===== config.mk =====
export PLATFORM = sky130hd
export DESIGN_NAME = exu_core
export DESIGN_NICKNAME = d
export VERILOG_FILES = /design/src/rtl/exu_pkg.sv /design/src/rtl/exu_decode.sv /design/src/rtl/exu_opsel.sv /design/src/rtl/exu_arith.sv /design/src/rtl/exu_bitops.sv /design/src/rtl/exu_core.sv
export SDC_FILE = /design/constraint.sdc
export NUM_CORES = 1
export LEC_CHECK = 0
export ABC_AREA = 1
export BUFFER_PORTS_ARGS = -buffer_cell sky130_fd_sc_hd__buf_4
export CORE_MARGIN = 5
export CORE_UTILIZATION = 58
export DETAILED_ROUTE_END_ITERATION = 16
export GPL_ROUTABILITY_DRIVEN = 1
export PLACE_DENSITY = 0.82
export SYNTH_ARGS = -nofsm -noshare
export SYNTH_HDL_FRONTEND = slang
export SYNTH_SLANG_ARGS = --single-unit

===== constraint.sdc =====
create_clock -name clk -period 3.96 [get_ports clk]
set_clock_uncertainty 0.2 [all_clocks]
set_input_delay 0 -clock clk [delete_from_list [all_inputs] [get_ports clk]]
set_output_delay 0 -clock clk [all_outputs]
set_load 0.02 [all_outputs]

===== src/rtl/exu_pkg.sv =====
package exu_pkg;
    // Kinds of operation that the decoder can select
    typedef enum logic [2:0] {
        K_ARITH,
        K_CMP,
        K_LOGIC,
        K_SHIFT,
        K_SEXT,
        K_NONE
    } exu_kind_e;

    // Opcodes outside the add/subtract group
    localparam logic [5:0] OP_CMP_S  = 6'h18;
    localparam logic [5:0] OP_CMP_U  = 6'h19;
    localparam logic [5:0] OP_SHR_A  = 6'h30;
    localparam logic [5:0] OP_SHR_C  = 6'h31;
    localparam logic [5:0] OP_SHR_L  = 6'h32;
    localparam logic [5:0] OP_SEXT8  = 6'h34;
    localparam logic [5:0] OP_SEXT16 = 6'h35;

    typedef struct packed {
        exu_kind_e  kind;
        logic       use_imm;
        logic       rev;
        logic       use_c;
        logic       wr_carry;
        logic       cmp_uns;
        logic [1:0] sub;
    } exu_ctrl_t;
endpackage


===== src/rtl/exu_decode.sv =====
module exu_decode
    import exu_pkg::*;
#(
    parameter int OP_W = 6
) (
    input  logic [OP_W-1:0] op,
    output exu_ctrl_t       ctrl
);
    always_comb begin
        ctrl          = '0;
        ctrl.kind     = K_NONE;
        ctrl.sub      = op[1:0];
        if (op[5:4] == 2'b00) begin
            ctrl.kind     = K_ARITH;
            ctrl.rev      = op[0];
            ctrl.use_c    = op[1];
            ctrl.wr_carry = ~op[2];
            ctrl.use_imm  = op[3];
        end else if (op[5:4] == 2'b10 && op[2] == 1'b0) begin
            ctrl.kind    = K_LOGIC;
            ctrl.use_imm = op[3];
        end else begin
            unique case (op)
                OP_CMP_S, OP_CMP_U: begin
                    ctrl.kind    = K_CMP;
                    ctrl.rev     = 1'b1;
                    ctrl.cmp_uns = op[0];
                end
                OP_SHR_A, OP_SHR_C, OP_SHR_L: begin
                    ctrl.kind     = K_SHIFT;
                    ctrl.wr_carry = 1'b1;
                end
                OP_SEXT8, OP_SEXT16: ctrl.kind = K_SEXT;
                default: ctrl.kind = K_NONE;
            endcase
        end
    end
endmodule


===== src/rtl/exu_opsel.sv =====
module exu_opsel #(
    parameter int DATA_W = 32,
    parameter int IMM_W  = 16
) (
    input  logic              use_imm,
    input  logic [DATA_W-1:0] reg_b,
    input  logic [IMM_W-1:0]  imm,
    output logic [DATA_W-1:0] y
);
    logic [DATA_W-1:0] imm_ext;

    generate
        if (DATA_W > IMM_W) begin : g_ext
            assign imm_ext = {{(DATA_W-IMM_W){imm[IMM_W-1]}}, imm};
        end else begin : g_trunc
            assign imm_ext = imm[DATA_W-1:0];
        end
    endgenerate

    assign y = use_imm ? imm_ext : reg_b;
endmodule


===== src/rtl/exu_arith.sv =====
module exu_arith #(
    parameter int DATA_W = 32
) (
    input  logic [DATA_W-1:0] a,
    input  logic [DATA_W-1:0] y,
    input  logic              rev,
    input  logic              cin,
    input  logic              cmp_uns,
    output logic [DATA_W-1:0] sum,
    output logic              cout,
    output logic [DATA_W-1:0] cmp
);
    localparam int MSB = DATA_W - 1;

    logic [DATA_W-1:0] a_eff;
    logic [DATA_W:0]   wide;

    assign a_eff = rev ? ~a : a;
    assign wide  = {1'b0, a_eff} + {1'b0, y} + {{DATA_W{1'b0}}, cin};
    assign sum   = wide[DATA_W-1:0];
    assign cout  = wide[DATA_W];

    // Patch the MSB so that the sign gives the ordering
    always_comb begin
        cmp = sum;
        if (a[MSB] != y[MSB])
            cmp[MSB] = cmp_uns ? a[MSB] : y[MSB];
    end
endmodule


===== src/rtl/exu_bitops.sv =====
module exu_bitops
    import exu_pkg::*;
#(
    parameter int DATA_W = 32
) (
    input  exu_kind_e         kind,
    input  logic [1:0]        sub,
    input  logic [DATA_W-1:0] a,
    input  logic [DATA_W-1:0] y,
    input  logic              carry_q,
    output logic [DATA_W-1:0] res
);
    localparam int MSB = DATA_W - 1;

    logic [DATA_W-1:0] logic_r, shift_r, sext_r;
    logic              fill;

    always_comb begin
        unique case (sub)
            2'd0: logic_r = a | y;
            2'd1: logic_r = a & y;
            2'd2: logic_r = a ^ y;
            default: logic_r = a & ~y;
        endcase
    end

    always_comb begin
        unique case (sub)
            2'd0: fill = a[MSB];
            2'd1: fill = carry_q;
            default: fill = 1'b0;
        endcase
        shift_r = {fill, a[MSB:1]};
    end

    assign sext_r = sub[0] ? {{(DATA_W-16){a[15]}}, a[15:0]}
                           : {{(DATA_W-8){a[7]}}, a[7:0]};

    always_comb begin
        unique case (kind)
            K_LOGIC: res = logic_r;
            K_SHIFT: res = shift_r;
            K_SEXT:  res = sext_r;
            default: res = '0;
        endcase
    end
endmodule


===== src/rtl/exu_core.sv =====
module exu_core
    import exu_pkg::*;
#(
    parameter int DATA_W = 32,
    parameter int IMM_W  = 16,
    parameter int OP_W   = 6
) (
    input  logic              clk,
    input  logic              rst_n,
    input  logic              en_i,
    input  logic [OP_W-1:0]   op_i,
    input  logic [DATA_W-1:0] opa_i,
    input  logic [DATA_W-1:0] opb_i,
    input  logic [IMM_W-1:0]  imm_i,
    output logic [DATA_W-1:0] res_o,
    output logic              carry_o
);
    exu_ctrl_t         ctrl;
    logic [DATA_W-1:0] y, sum, cmp, bit_res;
    logic              cin, cout, carry_q, carry_nxt;

    exu_decode #(.OP_W(OP_W)) u_dec (
        .op   (op_i),
        .ctrl (ctrl)
    );

    exu_opsel #(.DATA_W(DATA_W), .IMM_W(IMM_W)) u_sel (
        .use_imm (ctrl.use_imm),
        .reg_b   (opb_i),
        .imm     (imm_i),
        .y       (y)
    );

    assign cin = ctrl.use_c ? carry_q : ctrl.rev;

    exu_arith #(.DATA_W(DATA_W)) u_arith (
        .a       (opa_i),
        .y       (y),
        .rev     (ctrl.rev),
        .cin     (cin),
        .cmp_uns (ctrl.cmp_uns),
        .sum     (sum),
        .cout    (cout),
        .cmp     (cmp)
    );

    exu_bitops #(.DATA_W(DATA_W)) u_bits (
        .kind    (ctrl.kind),
        .sub     (ctrl.sub),
        .a       (opa_i),
        .y       (y),
        .carry_q (carry_q),
        .res     (bit_res)
    );

    always_comb begin
        unique case (ctrl.kind)
            K_ARITH: res_o = sum;
            K_CMP:   res_o = cmp;
            default: res_o = bit_res;
        endcase
    end

    assign carry_nxt = (ctrl.kind == K_SHIFT) ? opa_i[0] : cout;

    always_ff @(posedge clk or negedge rst_n) begin
        if (!rst_n)
            carry_q <= 1'b0;
        else if (en_i && ctrl.wr_carry)
            carry_q <= carry_nxt;
    end

    assign carry_o = carry_q;
endmodule


-- Yosys cells after proc, flatten, opt, wreduce, memory -nomap -nowiden
Index checks and enable logic that the tools add are counted.
W data, S select, Z words.
- bits in read-only memories: 0
- bits in latches: 0
- RAM bits: 0
- memories: 0
- input bits: 89
- bits in registers: 1
- multiplexer cells: 23
- divide/modulo/power cells: 0
- order comparisons: 0
- add/subtract/negate cells: 2
- shift operators: 0
- reduce and logical (&&, ||, !) cells: 8
- multipliers: 0
- bitwise logic cells: 7
- eq/ne operators: 15
- operator list (cell ; number):
    $pmux W32 S3 ; 2
    $mux W32 ; 3
    $and A32 B32 Y32 ; 2
    $not A32 Y32 ; 2
    $pmux W32 S2 ; 1
    $add A32 B32 Y33 ; 1
    $add A33 B1 Y33 ; 1
    $or A32 B32 Y32 ; 1
    $xor A32 B32 Y32 ; 1
    $eq A6 B6 Y1 const B ; 5
    $eq A6 B5 Y1 const B ; 2
    $mux W1 ; 12
    $pmux W3 S3 ; 1
    $eq A3 B2 Y1 const B ; 2
    $mux W5 ; 1
    $eq A2 B2 Y1 const B ; 2
    $logic_not A2 Y1 ; 2
    $reduce_or A2 Y1 ; 2
    $eq A3 B1 Y1 const B ; 1
    $eq A3 B3 Y1 const B ; 1
    $logic_not A3 Y1 ; 1
    $mux W3 ; 1
    $reduce_or A3 Y1 ; 1
    $eq A2 B1 Y1 const B ; 1
    other kinds (5) ; 6

-- Depth between registers and ports, before layout
- word-level depth: 11
- gate-level depth with buffers: 21

-- Modules after synthesis
From an unflattened synthesis, not the netlist that was laid out.
- cells, all modules: 1300
- area total of the unflattened synthesis: 6794.0 um^2
- by module, submodules not included (module ; instances ; cells each ; area each (um^2)):
    exu_arith ; 1 ; 470 ; 2782.7
    exu_bitops ; 1 ; 557 ; 2683.8
    exu_core ; 1 ; 155 ; 802.0
    exu_opsel ; 1 ; 87 ; 377.9
    exu_decode ; 1 ; 31 ; 147.6

-- Worst setup path after synthesis
No wires, ideal clock.
- path type: input -> output
- from: input op_i[5]
- to: output res_o[18]
- data arrival time: 2.757 ns
- slack: 1.003 ns
- required time: 3.760 ns
- stages: 14
- path buffers: 1
- path through: nor2_1 -> nor2_2 -> a21oi_4 -> buf_6 -> xor2_1 -> fa_1 -> fa_1 -> nand3_1 -> nand3_1 -> nand2_1 -> nand2_1 -> nand2_1 -> nand2_1 -> o21ai_0
- longest elaborated chain between the ends: 10
- elaborated cells on any way between the ends: 38
- classes of those cells: add/sub (2); eq/ne (12); mux (13); bitwise (5); reduce/logical (6)
- ends and longest elaborated chain (what ; line ; source):
    from (decl) ; exu_core.sv:11 ; input logic [OP_W-1:0] op_i,
    branches (longest 9 deep; another with $add A32 B32 Y33) ; n/a ;
    $pmux W32 S2 (*) ; exu_core.sv:57 ; unique case (ctrl.kind)
    to (decl) ; exu_core.sv:15 ; output logic [DATA_W-1:0] res_o,
Every way passes the cells marked *.

-- Worst setup path in the final report
- from: input op_i[1]
- to: output res_o[20]
- longest elaborated chain between the ends: 9
- elaborated cells on any way between the ends: 31
- classes of those cells: add/sub (2); eq/ne (13); mux (11); reduce/logical (5)
- ends and longest elaborated chain (what ; line ; source):
    $eq A6 B5 Y1 ; exu_decode.sv:23 ; unique case (op)
    $reduce_or A2 Y1 ; exu_decode.sv:23 ;
    $mux W1 ; exu_decode.sv:23 ;
    $mux W1 ; exu_decode.sv:19 ; end else if (op[5:4] == 2'b10 && op[2] == 1'b0) begin
    $mux W5 ; exu_decode.sv:13 ; if (op[5:4] == 2'b00) begin
    $mux W32 ; exu_arith.sv:18 ; assign a_eff = rev ? ~a : a;
    $add A32 B32 Y33 ; exu_arith.sv:19 ; assign wide = {1'b0, a_eff} + {1'b0, y} + {{DATA_W{1'b0}}, cin};
    $add A33 B1 Y33 ; exu_arith.sv:19 ;
    $pmux W32 S2 (*) ; exu_core.sv:57 ;
Mark *: on every way between the ends. The rest lies on a longest branch, timed or not.

==> results.cfg <==
[worst_setup_path]
crit_top_cell = nand2_1
cp.buffers_inverters = 4
crit_path_cell_trace = buf_4 -> inv_2 -> nand4_1 -> inv_1 -> nor2_2 -> a21oi_4 -> a21oi_1 -> a31oi_1 -> fa_1 -> fa_1 -> nand3_1 -> nand2_1 -> nand2_1 -> nand2_1 -> nand2_1 -> nand2_1 -> nand3_1 -> nand2_1 -> nand2_1 -> nand3_1 -> nand2_1 -> buf_4
critPathKind = in -> out
cp.arrival_ns = 3.08
start_kind = input port
cpMaxStageDelayCell = fa_1
crit_fanout = 13
endpoint_kind = output port
cp_data_required_time_ns = 3.76
cp_slowest_stage_delay_ns = 0.49
critPathTopFamily = simple AND/OR/NAND/NOR gates

[timing]
setup_viol = 0
finalCriticalPeriod_ns = 3.278
fin_ws_ns = 0.6823
drv_slew = 0
tns_ns = 0
fmax_mhz = 305.1
period_share = 0.8277
tightest_slew_ns = 0.9927
hold_viol_final = 0
grt_setup_unrepaired = false
relSlewSlack = 0.3375

[power_and_ir_drop]
finalPower_w = 0.001280
leakagePower_nw = 3.745
power.density_nw_per_um2 = 200.8
ir_drop_mv = 0.1483

[logic_synthesis]
synth.most_common_cell = nand2_1
synth_common_cells = 302 x nand2_1, 172 x inv_1, 104 x nor2_1, 77 x a21oi_1, 76 x nand3_1
netlist_instances = 1051
synth-edff-count = 0
ys_top_cells_by_area = nand2_1 21%, ha_1 15%, inv_1 12%
syn_nets = 1205
synth_compound_area_frac = 0.2151
synth_top_family_by_area = simple AND/OR/NAND/NOR gates
syn_area_per_cell_um2 = 5.137
yosysTopAreaCell = nand2_1
ys.flop_type = dfrtp_1
ys_async_sr_fraction = 1.000
synth_top_area_frac = 0.2100
synth-simple-area-share = 0.4127
post_synth_num_cell_types = 38
yosysSeqAreaShare = 0.004635
ys_seq_elements = 1
synth.area.mux_share = 0
yosys_warnings = 0
synth.cell_area_um2 = 5399
synthAdderAreaFrac = 0.1534
synth-xor-area-share = 0.05840

[global_route]
grt_util_all_layers = 0.3521
grt_pass1_vias = 6579
grt_pass1_wl_mm = 32.80
antenna_found_initial = 0
overflow = 0
grt_start_max_net_pins = 33

[die]
chipHeight_um = 106.5
row_count = 35
initial_core_util = 0.5899
ios = 122
core_area_um2 = 9153
die_w_um = 106.5
die-area_um2 = 11340

[placement]
place_area_um2 = 6366
port_buffers = 121
dpl_worst_slack_ns = 0.7249
gp_congestion = 1.033
dpl.hpwl_mm = 16.71

[detailed_routing]
vias = 7255
dr.pass1.iters = 6
wl_mm = 20.43
drt-initial-drc-count = 877
avgRoutedWirePerCell_um = 16.16
detail-route-antenna-nets = 0
drc = 0
vias_per_cell = 5.740

[status]
outcome = finished, final reports clean

[clocking]
clkTransAtPathRegs_ns = 0
cts_resized = 0
insertion_delay_ns = 0

[finish]
antenna_cells = 0
final_util = 0.6967
fin_area_um2 = 6376
fillers = 931
layout-drive-gt1-share = 0.1336
syn2layout_area_growth_pct = 18.10
largest_reg_flops = 1
nNetsFinal = 1309

[flow_run]
maxCapViolCount = 0

[min_path]
worst_hold_path_type = in -> async
-- layout by cell type (no fill, tap or decap), types with 6 or more instances in the layout --
master,Yosys,routed
nand2_1,302,302
inv_1,172,172
buf_4,2,133
nor2_1,104,103
a21oi_1,77,77
nand3_1,76,76
o21ai_0,63,63
ha_1,63,63
xor2_1,32,32
o21ai_1,25,25
nand3b_1,16,16
nand4_1,13,13
o22ai_1,8,8
a211oi_1,8,8
or2_2,7,7
o21bai_1,7,7
o32ai_1,6,6
nor3_1,6,6
-- worst paths after layout --
kind                                      from                  end  slack (ns)  cells after the start
max                                    op_i[1]            res_o[20]        0.68                     22
min                                      rst_n  carry_o$_DFFE_PN0P_        0.14                      2
max reg2reg                carry_o$_DFFE_PN0P_  carry_o$_DFFE_PN0P_        1.18                     14
min reg2reg                carry_o$_DFFE_PN0P_  carry_o$_DFFE_PN0P_        0.31                      2
max in group asynchronous                rst_n  carry_o$_DFFE_PN0P_        3.34                      2
min in group clk                          en_i  carry_o$_DFFE_PN0P_        0.14                      4
-- cells by family (layout without fill, tap and decap cells) --
kind of cell,after synthesis,in the layout
AO/OA/AOI/OAI,208,208
XOR/XNOR,36,36
adder cells (fa/ha/maj),65,65
buffers and inverters,210,312
flip-flops,1,1
AND/OR/NAND/NOR,531,531
-- power by group --
group          internal [W]  switching [W]  total [W]  leakage, nW
sequential        0.0000134     0.00000232  0.0000157       0.0128
combinational      0.000459       0.000806    0.00126         3.73
clock                     0              0          0            0
total              0.000472       0.000808    0.00128         3.75
-- final cells by class --
cell class	count	area, um^2	share of cell area
multi-input cells	840	4536	0.7113
repair buffers	134	1008	0.1582
inverters	178	668.1	0.1048
well taps	111	138.9	0.02178
flip-flops and latches	1	25.02	0.003925
-- repair_timing --
action / CTS / global route
endpoints found under the hold margin: 1 / 0
hold buffers: 1 / 0
buffers inserted: 0 / 0
-- metal layers --
metal	up-vias	GRT usage	share of wire
li1	3608	-	-
met1	3156	0.5243	0.44
met2	449	0.5566	0.43
met3	42	0.02732	0.11
met4	0	0.06484	0.021
met5	-	0	0
-- metrics by stage --
step                      instances  hold WS (ns)
after global routing           1264        0.1632
after CTS                      1264        0.1198
after floorplan                1051       -0.4956
final                          1264        0.1408
after global placement         1263       -0.4234
after detailed placement       1263       -0.4226
(Power assumes the default switching activity.)
